$ cat src/rtl/dsc_pkg.sv
package dsc_pkg;
  typedef enum logic [2:0] {
    ST_IDLE = 3'd0,
    ST_NPRE = 3'd1,
    ST_NROW = 3'd2,
    ST_COL  = 3'd3,
    ST_STRB = 3'd4,
    ST_SROW = 3'd5
  } cyc_state_e;
endpackage

$ cat src/rtl/dsc_cycle_sel.sv
module dsc_cycle_sel #(
  parameter int COL_W = 10
) (
  input  logic                  clk,
  input  logic                  rst_n,
  input  dsc_pkg::cyc_state_e   state_q,
  input  logic [COL_W-1:0]      col_q,
  input  logic                  hint_q,
  input  logic                  static_q,
  input  logic                  static_in,
  output logic                  use_short,
  output logic                  keep_open,
  output logic                  row_open_d
);
  import dsc_pkg::*;

  logic row_open_q;
  logic last_col;
  logic row_en;
  logic open_now;

  // next sequential address leaves the row when column is at its top value
  always_comb begin
    last_col   = &col_q;
    keep_open  = hint_q && !last_col && !static_q;
    row_en     = (state_q == ST_STRB);
    open_now   = row_en ? keep_open : row_open_q;
    row_open_d = open_now;
    use_short  = open_now && !static_in;
  end

  always_ff @(posedge clk or negedge rst_n) begin
    if (!rst_n) begin
      row_open_q <= 1'b0;
    end else if (row_en) begin
      row_open_q <= keep_open;
    end
  end

  // a top-column access with the hint never leaves the row open
  p_cross_closes_r6: assert property (@(posedge clk) disable iff (!rst_n)
    (row_en && last_col) |=> !row_open_q);
endmodule

$ cat src/rtl/dsc_seq_fsm.sv
module dsc_seq_fsm #(
  parameter int AW = 20
) (
  input  logic                  clk,
  input  logic                  rst_n,
  input  logic                  req,
  input  logic [AW-1:0]         addr,
  input  logic                  hint,
  input  logic                  static_in,
  input  logic                  use_short,
  output dsc_pkg::cyc_state_e   state_q,
  output dsc_pkg::cyc_state_e   state_d,
  output logic                  accept,
  output logic [AW-1:0]         addr_q,
  output logic [AW-1:0]         addr_d,
  output logic                  hint_q,
  output logic                  static_q
);
  import dsc_pkg::*;

  cyc_state_e start_st;
  logic       hint_d;
  logic       static_d;

  always_comb begin
    accept = req && ((state_q == ST_IDLE) || (state_q == ST_STRB));
    if (static_in)      start_st = ST_SROW;
    else if (use_short) start_st = ST_COL;
    else                start_st = ST_NPRE;

    state_d = state_q;
    unique case (state_q)
      ST_IDLE: state_d = accept ? start_st : ST_IDLE;
      ST_NPRE: state_d = ST_NROW;
      ST_NROW: state_d = ST_COL;
      ST_COL:  state_d = ST_STRB;
      ST_SROW: state_d = ST_STRB;
      ST_STRB: state_d = accept ? start_st : ST_IDLE;
      default: state_d = ST_IDLE;
    endcase

    addr_d   = accept ? addr      : addr_q;
    hint_d   = accept ? hint      : hint_q;
    static_d = accept ? static_in : static_q;
  end

  always_ff @(posedge clk or negedge rst_n) begin
    if (!rst_n) begin
      state_q <= ST_IDLE;
    end else begin
      state_q <= state_d;
    end
  end

  always_ff @(posedge clk or negedge rst_n) begin
    if (!rst_n) begin
      addr_q   <= '0;
      hint_q   <= 1'b0;
      static_q <= 1'b0;
    end else if (accept) begin
      addr_q   <= addr_d;
      hint_q   <= hint_d;
      static_q <= static_d;
    end
  end

  // precharge tick always followed by row tick
  p_pre_to_row_r3: assert property (@(posedge clk) disable iff (!rst_n)
    (state_q == ST_NPRE) |=> (state_q == ST_NROW));
  // a static request always begins with the static row tick
  p_static_start_r7: assert property (@(posedge clk) disable iff (!rst_n)
    (accept && static_in) |=> (state_q == ST_SROW));
endmodule

$ cat src/rtl/dsc_strobe_gen.sv
module dsc_strobe_gen #(
  parameter int ROW_W = 10,
  parameter int COL_W = 10,
  parameter int MUX_W = 10
) (
  input  logic                    clk,
  input  logic                    rst_n,
  input  dsc_pkg::cyc_state_e     state_d,
  input  logic [ROW_W+COL_W-1:0]  addr_d,
  input  logic                    row_open_d,
  output logic                    ras_n,
  output logic                    cas_n,
  output logic [MUX_W-1:0]        dram_addr,
  output logic                    wait_o,
  output logic                    done
);
  import dsc_pkg::*;

  localparam int AW = ROW_W + COL_W;

  logic [MUX_W-1:0] row_mux;
  logic [MUX_W-1:0] col_mux;
  logic             ras_n_d, cas_n_d, wait_d, done_d;
  logic [MUX_W-1:0] mux_d;

  always_comb begin
    row_mux = MUX_W'(addr_d[AW-1:COL_W]);
    col_mux = MUX_W'(addr_d[COL_W-1:0]);
    ras_n_d = 1'b0;
    cas_n_d = 1'b1;
    wait_d  = 1'b0;
    done_d  = 1'b0;
    mux_d   = row_mux;
    unique case (state_d)
      ST_IDLE: ras_n_d = !row_open_d;
      ST_NPRE: begin ras_n_d = 1'b1; wait_d = 1'b1; end
      ST_NROW: wait_d = 1'b1;
      ST_COL:  mux_d  = col_mux;
      ST_SROW: mux_d  = row_mux;
      ST_STRB: begin cas_n_d = 1'b0; done_d = 1'b1; mux_d = col_mux; end
      default: ras_n_d = 1'b1;
    endcase
  end

  always_ff @(posedge clk or negedge rst_n) begin
    if (!rst_n) begin
      ras_n     <= 1'b1;
      cas_n     <= 1'b1;
      wait_o    <= 1'b0;
      done      <= 1'b0;
      dram_addr <= '0;
    end else begin
      ras_n     <= ras_n_d;
      cas_n     <= cas_n_d;
      wait_o    <= wait_d;
      done      <= done_d;
      dram_addr <= mux_d;
    end
  end

  // column strobe only inside an active row strobe
  p_cas_in_ras_r3: assert property (@(posedge clk) disable iff (!rst_n)
    !cas_n |-> !ras_n);
  // done never lasts two ticks
  p_done_single_r9: assert property (@(posedge clk) disable iff (!rst_n)
    done |=> !done);
  // no column strobe while the processor is held
  p_wait_no_cas_r9: assert property (@(posedge clk) disable iff (!rst_n)
    wait_o |-> cas_n);
endmodule

$ cat src/rtl/dram_seq_ctrl.sv
module dram_seq_ctrl #(
  parameter int ROW_W = 10,
  parameter int COL_W = 10,
  localparam int AW    = ROW_W + COL_W,
  localparam int MUX_W = (ROW_W > COL_W) ? ROW_W : COL_W
) (
  input  logic             clk,
  input  logic             rst_n,
  input  logic             req,
  input  logic [AW-1:0]    addr,
  input  logic             seq_next,
  input  logic             static_mode,
  output logic             ras_n,
  output logic             cas_n,
  output logic [MUX_W-1:0] dram_addr,
  output logic             wait_o,
  output logic             done
);
  import dsc_pkg::*;

  logic rst_meta, rst_sync_n;

  always_ff @(posedge clk or negedge rst_n) begin
    if (!rst_n) begin
      rst_meta   <= 1'b0;
      rst_sync_n <= 1'b0;
    end else begin
      rst_meta   <= 1'b1;
      rst_sync_n <= rst_meta;
    end
  end

  cyc_state_e       state_q, state_d;
  logic             accept, hint_q, static_q;
  logic [AW-1:0]    addr_q, addr_d;
  logic             use_short, keep_open, row_open_d;

  dsc_seq_fsm #(.AW(AW)) u_fsm (
    .clk       (clk),
    .rst_n     (rst_sync_n),
    .req       (req),
    .addr      (addr),
    .hint      (seq_next),
    .static_in (static_mode),
    .use_short (use_short),
    .state_q   (state_q),
    .state_d   (state_d),
    .accept    (accept),
    .addr_q    (addr_q),
    .addr_d    (addr_d),
    .hint_q    (hint_q),
    .static_q  (static_q)
  );

  dsc_cycle_sel #(.COL_W(COL_W)) u_sel (
    .clk        (clk),
    .rst_n      (rst_sync_n),
    .state_q    (state_q),
    .col_q      (addr_q[COL_W-1:0]),
    .hint_q     (hint_q),
    .static_q   (static_q),
    .static_in  (static_mode),
    .use_short  (use_short),
    .keep_open  (keep_open),
    .row_open_d (row_open_d)
  );

  dsc_strobe_gen #(.ROW_W(ROW_W), .COL_W(COL_W), .MUX_W(MUX_W)) u_strb (
    .clk        (clk),
    .rst_n      (rst_sync_n),
    .state_d    (state_d),
    .addr_d     (addr_d),
    .row_open_d (row_open_d),
    .ras_n      (ras_n),
    .cas_n      (cas_n),
    .dram_addr  (dram_addr),
    .wait_o     (wait_o),
    .done       (done)
  );

  // closing access handing over to a dynamic request opens a new row
  p_close_then_long_r5: assert property (@(posedge clk) disable iff (!rst_sync_n)
    ((state_q == ST_STRB) && accept && !keep_open && !static_mode)
      |=> (state_q == ST_NPRE));
endmodule

$ cat config.mk
export PLATFORM = sky130hd
export DESIGN_NAME = dram_seq_ctrl
export DESIGN_NICKNAME = d
export VERILOG_FILES = /design/src/rtl/dsc_pkg.sv /design/src/rtl/dsc_cycle_sel.sv /design/src/rtl/dsc_seq_fsm.sv /design/src/rtl/dsc_strobe_gen.sv /design/src/rtl/dram_seq_ctrl.sv
export SDC_FILE = /design/constraint.sdc
export NUM_CORES = 1
export LEC_CHECK = 0
export CAP_MARGIN = 10
export CORE_ASPECT_RATIO = 1.5
export CORE_MARGIN = 3
export CORE_UTILIZATION = 56
export CTS_CLUSTER_DIAMETER = 150
export DETAILED_ROUTE_END_ITERATION = 16
export PLACE_DENSITY = 0.81
export SLEW_MARGIN = 10
export SYNTH_ARGS = -nofsm -noshare
export SYNTH_HDL_FRONTEND = slang
export SYNTH_SLANG_ARGS = --single-unit
export TNS_END_PERCENT = 1
$ cat constraint.sdc
create_clock -name clk -period 2 [get_ports clk]
set_clock_uncertainty 0.1 [all_clocks]
set_input_delay 0.4 -clock clk [delete_from_list [all_inputs] [get_ports clk]]
set_output_delay 0.4 -clock clk [all_outputs]
set_load 0.1 [all_outputs]
==> flow_summary.json, run 1 <==
{
  "cp_max_fo": 12,
  "yosysWarnings": 0,
  "fp.dieH_um": 81.90,
  "cp-startpoint": "u_fsm.state_q[0]",
  "num-fill-cells": 185,
  "synth_compound_area_share_pct": 18.44,
  "rrSetupSlack_ps": -50,
  "fin_util_pct": 83.42,
  "cp.required_ps": 2080,
  "status": "finished with violations",
  "critPathCaptureType": "flop",
  "grt_overflow": 0,
  "final_cell_mix": "40 x dfrtp_1, 32 x buf_4, 23 x clkdlybuf4s50_1",
  "synth_xor_area_share_pct": 0,
  "setup_viol": 7,
  "yosysSeqAreaShare_pct": 48.98,
  "crit_arrival_ps": 2130,
  "r2r-start": "u_fsm.state_q[0]",
  "grt_max_degree": 41,
  "synth-adder-area-share_pct": 0,
  "dieArea_sq_um": 4636,
  "antenna_found_initial": 0,
  "whs_ps": 145.7,
  "drt_wl_total_um": 6464,
  "cts_hold_buf": 0,
  "synth_cell_types": 32,
  "grt_setup_unrepaired": "yes",
  "syn_inst": 169,
  "drv_slew": 0,
  "fin_crit_ps": 2046,
  "ant_nets": 0,
  "clkLatencyLatePin_ps": 310,
  "cts_root_buf": "clkbuf_8",
  "grt_pass1_vias": 1923,
  "drv_cap": 0,
  "dpl_cell_area_sq_um": 2735,
  "drcViolationCount": 0,
  "wire_per_inst_um": 23.34,
  "via_count": 1794,
  "synth.avg_cell_area_sq_um": 12.73,
  "first_pass_iters": 4,
  "violations": "negative setup slack",
  "drive_gt1_share_pct": 47.01,
  "pin_count": 39,
  "via_per_inst": 6.477,
  "syn_to_final_growth_pct": 42.82,
  "layout_setup_ws_ps": -46.42,
  "grt_pass1_wl_um": 9887,
  "worstSetupStartpointType": "flop",
  "numPortBuffers": 38,
  "diodes": 0,
  "syn_nets": 194,
  "grtUsageTotal_pct": 28.55,
  "max_freq_mhz": 488.7,
  "hold_viol": 0,
  "syn_area_sq_um": 2151,
  "crit_type": "reg -> reg",
  "final.period_utilization_pct": 102.3,
  "die_w_um": 56.60,
  "ys_seq_elements": 42,
  "post-dp-hpwl_um": 3928,
  "muxShareOfSynthArea_pct": 18.50,
  "clkTransAtPathRegs_ps": 90,
  "drt-initial-drc-count": 93,
  "slew_headroom_pct": 65.40,
  "place.gp.congestion": 0.8221,
  "max-clock-path-buffers": 2,
  "clkSinkCount": 42,
  "holdCritPathClass": "in -> async",
  "cts_tree": "built",
  "rows": 27,
  "worst_slew_pin_slew_ps": 518.9,
  "layout_commonest_cell": "dfrtp_1",
  "synth-simple-area-share_pct": 8.959,
  "cts_inserted_buffers": 5,
  "synth_top_family_by_area": "multiplexers",
  "post-place-ws_ps": -479.6,
  "nNetsFinal": 258,
  "core_area_sq_um": 3682,
  "htreeDepth": 2,
  "fin_area_sq_um": 3072,
  "start_util_pct": 58.41
}
logic make-up after synthesis:
group	after synthesis
compound gates	49
buf+inv	17
other cells	1
simple gates	29
flops	42
mux	31
sequential cells by signal, indices dropped and copies added, names as in the netlist:
signal	count
u_fsm.addr_q	20
u_strb.dram_addr	10
u_fsm.state_q	3
rst_meta	1
rst_sync_n	1
u_fsm.hint_q	1
u_fsm.static_q	1
u_sel.row_open_q	1
u_strb.cas_n	1
u_strb.done	1
u_strb.ras_n	1
u_strb.wait_o	1
what timing repair did:
item                       4_1_cts  5_1_grt
gates cloned                     1        0
setup endpoints to repair       10       11
resized for setup               22       10
buffers inserted                 6        1
pin swaps                        6        6
area by class of cell:
| class | instances | area, sq um | share of cell area (%) |
|---|---|---|---|
| clock buffers | 6 | 82.58 | 2.688 |
| clock inverters | 2 | 12.51 | 0.4073 |
| inverters | 5 | 18.77 | 0.6110 |
| multi-input cells | 110 | 1139 | 37.07 |
| flip-flops and latches | 42 | 1054 | 34.30 |
| well taps | 43 | 53.80 | 1.752 |
| repair buffers | 69 | 711.9 | 23.18 |
cells in the mapped netlist:
library cell,count,area (sq um)
inv_1,4,15.01
o22ai_1,10,62.56
nand4_1,2,12.51
buf_12,1,20.02
clkinv_1,1,3.750
or3_1,1,6.260
nor3b_2,1,12.51
o211ai_2,1,12.51
nor2_2,1,6.260
or2b_1,3,22.52
nor2b_1,1,6.260
buf_2,3,15.01
and3b_1,1,8.760
dfrtp_1,40,1001
nand2b_1,12,75.07
o21a_1,1,7.510
conb_1,1,3.750
mux2_4,13,195.2
o311ai_4,1,26.28
o31ai_2,1,12.51
nor3_1,1,5.000
o221ai_1,20,175.2
mux2_2,18,202.7
nand2_1,5,18.77
nor3b_4,1,18.77
buf_6,3,33.78
o21ai_0,1,5.000
a21oi_1,3,15.01
o21ai_1,1,5.000
dfstp_2,2,52.55
clkbuf_1,5,18.77
a22oi_1,10,75.07
routing by layer:
layer	part of all wire [%]	GRT usage (%)	vias to the layer above
li1	-	-	775
met1	38	31.62	932
met2	54	51.85	73
met3	5.2	5.189	14
met4	2.3	14.49	0
met5	0	0	-
per-stage QoR:
stage,setup TNS (ps),cells
2_1_floorplan,-51.79,169
3_3_place_gp,-4592,261
3_5_place_dp,-4950,261
4_1_cts,0,276
5_1_grt,-969.3,277
6_report,-150.2,277
final timing paths:
check,to,cells after the start
max,u_strb.dram_addr[7],7
min in group clk,rst_sync_n,0
max reg2reg,u_strb.dram_addr[7],7
max in group asynchronous,u_strb.ras_n,1
min,rst_sync_n,1
min reg2reg,u_fsm.addr_q[1],1
critical path, cell delays in order (launching register included):
cell and delay, ps:
dfrtp_1 430, buf_6 180, nor3b_4 250, o311ai_4 170, o21a_1 250, buf_4 180
o221ai_1 250, a22oi_1 100
Power of run 1 is left out: the tool's default activity adds up to more than one toggle a clock period on the data nets, which glitch-free logic cannot reach.
==> run 2: changes to the inputs <==
- CELL_PAD_IN_SITES_DETAIL_PLACEMENT: default -> 1
- CELL_PAD_IN_SITES_GLOBAL_PLACEMENT: default -> 1
- CORE_UTILIZATION: 56 -> 42
- PLACE_DENSITY: 0.81 -> 0.76
- clock period: 2 -> 1.9 ns (I/O delays scaled with it)
==> run 2 against run 1 <==
  * The flow still finishes with violations (negative setup slack)
  * Routed wire length increased by 6.7%
  * Fmax decreased by 1.2%
  * Via count decreased by 2.0%
  * Global-route usage decreased by 4.1 points
  * Critical path type unchanged
  * Utilization decreased by 18 points
  * Worst setup slack got worse by 120 ps
  * Cell count increased by 10%
  * Largest cell class unchanged
  * Hold slack got worse by 4.7 ps
  * First-iteration DRC count decreased by 11%
  * Flip-flop and latch count unchanged
  * Sequential share of layout area decreased by 1.5 points
  * Die area increased by 30%
==> flow_summary.json, run 2 (synthesis results as in run 1) <==
{
  "whs_ps": 141.0,
  "crit_arrival_ps": 2130,
  "fin_util_pct": 65.80,
  "die_w_um": 64.43,
  "drv_slew": 0,
  "grtUsageTotal_pct": 24.41,
  "rows": 31,
  "final.period_utilization_pct": 109.0,
  "cts_root_buf": "clkbuf_8",
  "top_regs": "u_fsm.addr_q: 20 flops, u_strb.dram_addr: 10 flops, u_fsm.state_q: 3 flops",
  "ant_nets": 0,
  "via_count": 1759,
  "cp.required_ps": 1960,
  "clkTransAtPathRegs_ps": 80,
  "core_area_sq_um": 4887,
  "largest-register": "u_fsm.addr_q",
  "worstSetupStartpointType": "flop",
  "critPathCaptureType": "flop",
  "wire_per_inst_um": 22.53,
  "first_pass_iters": 4,
  "grt_overflow": 0,
  "drv_cap": 0,
  "post-dp-hpwl_um": 4566,
  "post-place-ws_ps": -633.1,
  "grt_setup_unrepaired": "yes",
  "antenna_found_initial": 0,
  "drive_gt1_share_pct": 48.33,
  "drt-initial-drc-count": 83,
  "r2r-end": "u_strb.dram_addr[7]",
  "grt_pass1_vias": 2044,
  "drcViolationCount": 0,
  "fin_crit_ps": 2071,
  "cts_tree": "built",
  "cts_inserted_buffers": 5,
  "dieArea_sq_um": 6034,
  "layout_commonest_cell": "dfrtp_1",
  "layout_setup_ws_ps": -171.3,
  "drt_wl_total_um": 6894,
  "via_per_inst": 5.748,
  "clkSinkCount": 42,
  "worst_slew_pin_slew_ps": 523.3,
  "setup_viol": 10,
  "max-clock-path-buffers": 2,
  "numPortBuffers": 38,
  "grt_pass1_wl_um": 11090,
  "r2r-start": "u_fsm.state_q[1]",
  "fp.dieH_um": 93.65,
  "final_cell_mix": "40 x dfrtp_1, 31 x buf_4, 23 x clkdlybuf4s50_1",
  "htreeDepth": 2,
  "largest_reg_flops": 20,
  "slew_headroom_pct": 65.11,
  "max_freq_mhz": 482.8,
  "start_util_pct": 44.01,
  "pin_count": 39,
  "rrSetupSlack_ps": -170,
  "place.gp.congestion": 0.8086,
  "holdCritPathClass": "in -> async",
  "rr_worst_depth": 7,
  "violations": "negative setup slack",
  "status": "finished with violations",
  "syn_to_final_growth_pct": 49.51,
  "grt_max_degree": 41,
  "clkLatencyLatePin_ps": 290,
  "fin_setup_tns_ps": -1204,
  "crit_type": "reg -> reg",
  "diodes": 0,
  "nNetsFinal": 264,
  "hold_viol": 0,
  "cp_max_fo": 5
}
-- run 2: stage by stage --
step / std cells / instance area (sq um)
3_5_place_dp: 292 / 2962
4_1_cts: 306 / 3167
2_1_floorplan: 169 / 2188
5_1_grt: 306 / 3216
6_report: 306 / 3216
3_3_place_gp: 292 / 2962
-- run 2: critical path, stage by stage (launching register included) --
cell and delay (ps):
dfrtp_1 420, nor3b_4 330, buf_12 170, buf_6 100, mux2_4 300, or2b_1 260
o221ai_2 190, a22oi_1 90
-- run 2: per-layer routing --
| layer | GRT usage (%) | part of all wire (%) |
|---|---|---|
| met5 | 0 | 0 |
| met4 | 8.818 | 2.1 |
| met3 | 4.207 | 2.5 |
| met2 | 43.79 | 56 |
| met1 | 28.80 | 39 |
-- run 2: how the worst max path moves through the flow --
stage | start | to | slack (ps) | cells past startpoint
5_1_grt | u_fsm.state_q[1] | u_strb.dram_addr[7] | -240 | 7
4_1_cts | u_fsm.state_q[0] | u_strb.dram_addr[8] | -160 | 7
2_1_floorplan | u_fsm.state_q[1] | u_strb.dram_addr[8] | -80 | 7
3_3_place_gp | req | u_strb.dram_addr[0] | -500 | 7
6_report | u_fsm.state_q[1] | u_strb.dram_addr[7] | -170 | 7
3_5_place_dp | req | u_strb.dram_addr[9] | -630 | 7
-- run 2: cell type report --
| cell class | count | area, sq um |
|---|---|---|
| fillers | 504 | 1672 |
| inverters | 5 | 18.77 |
| multi-input cells | 110 | 1144 |
| well taps | 66 | 82.58 |
| flip-flops and latches | 42 | 1054 |
| clock buffers | 8 | 80.08 |
| repair buffers | 75 | 837.1 |
-- run 2: repair_timing --
item,in CTS,in global routing
buffers inserted,4,2
gates resized for setup,11,15
pin swaps,6,8
setup endpoints to repair,11,12
gates cloned,2,0
hold buffers,0,0
hold endpoints to repair,0,0
Power of run 2 is left out for the same reason.
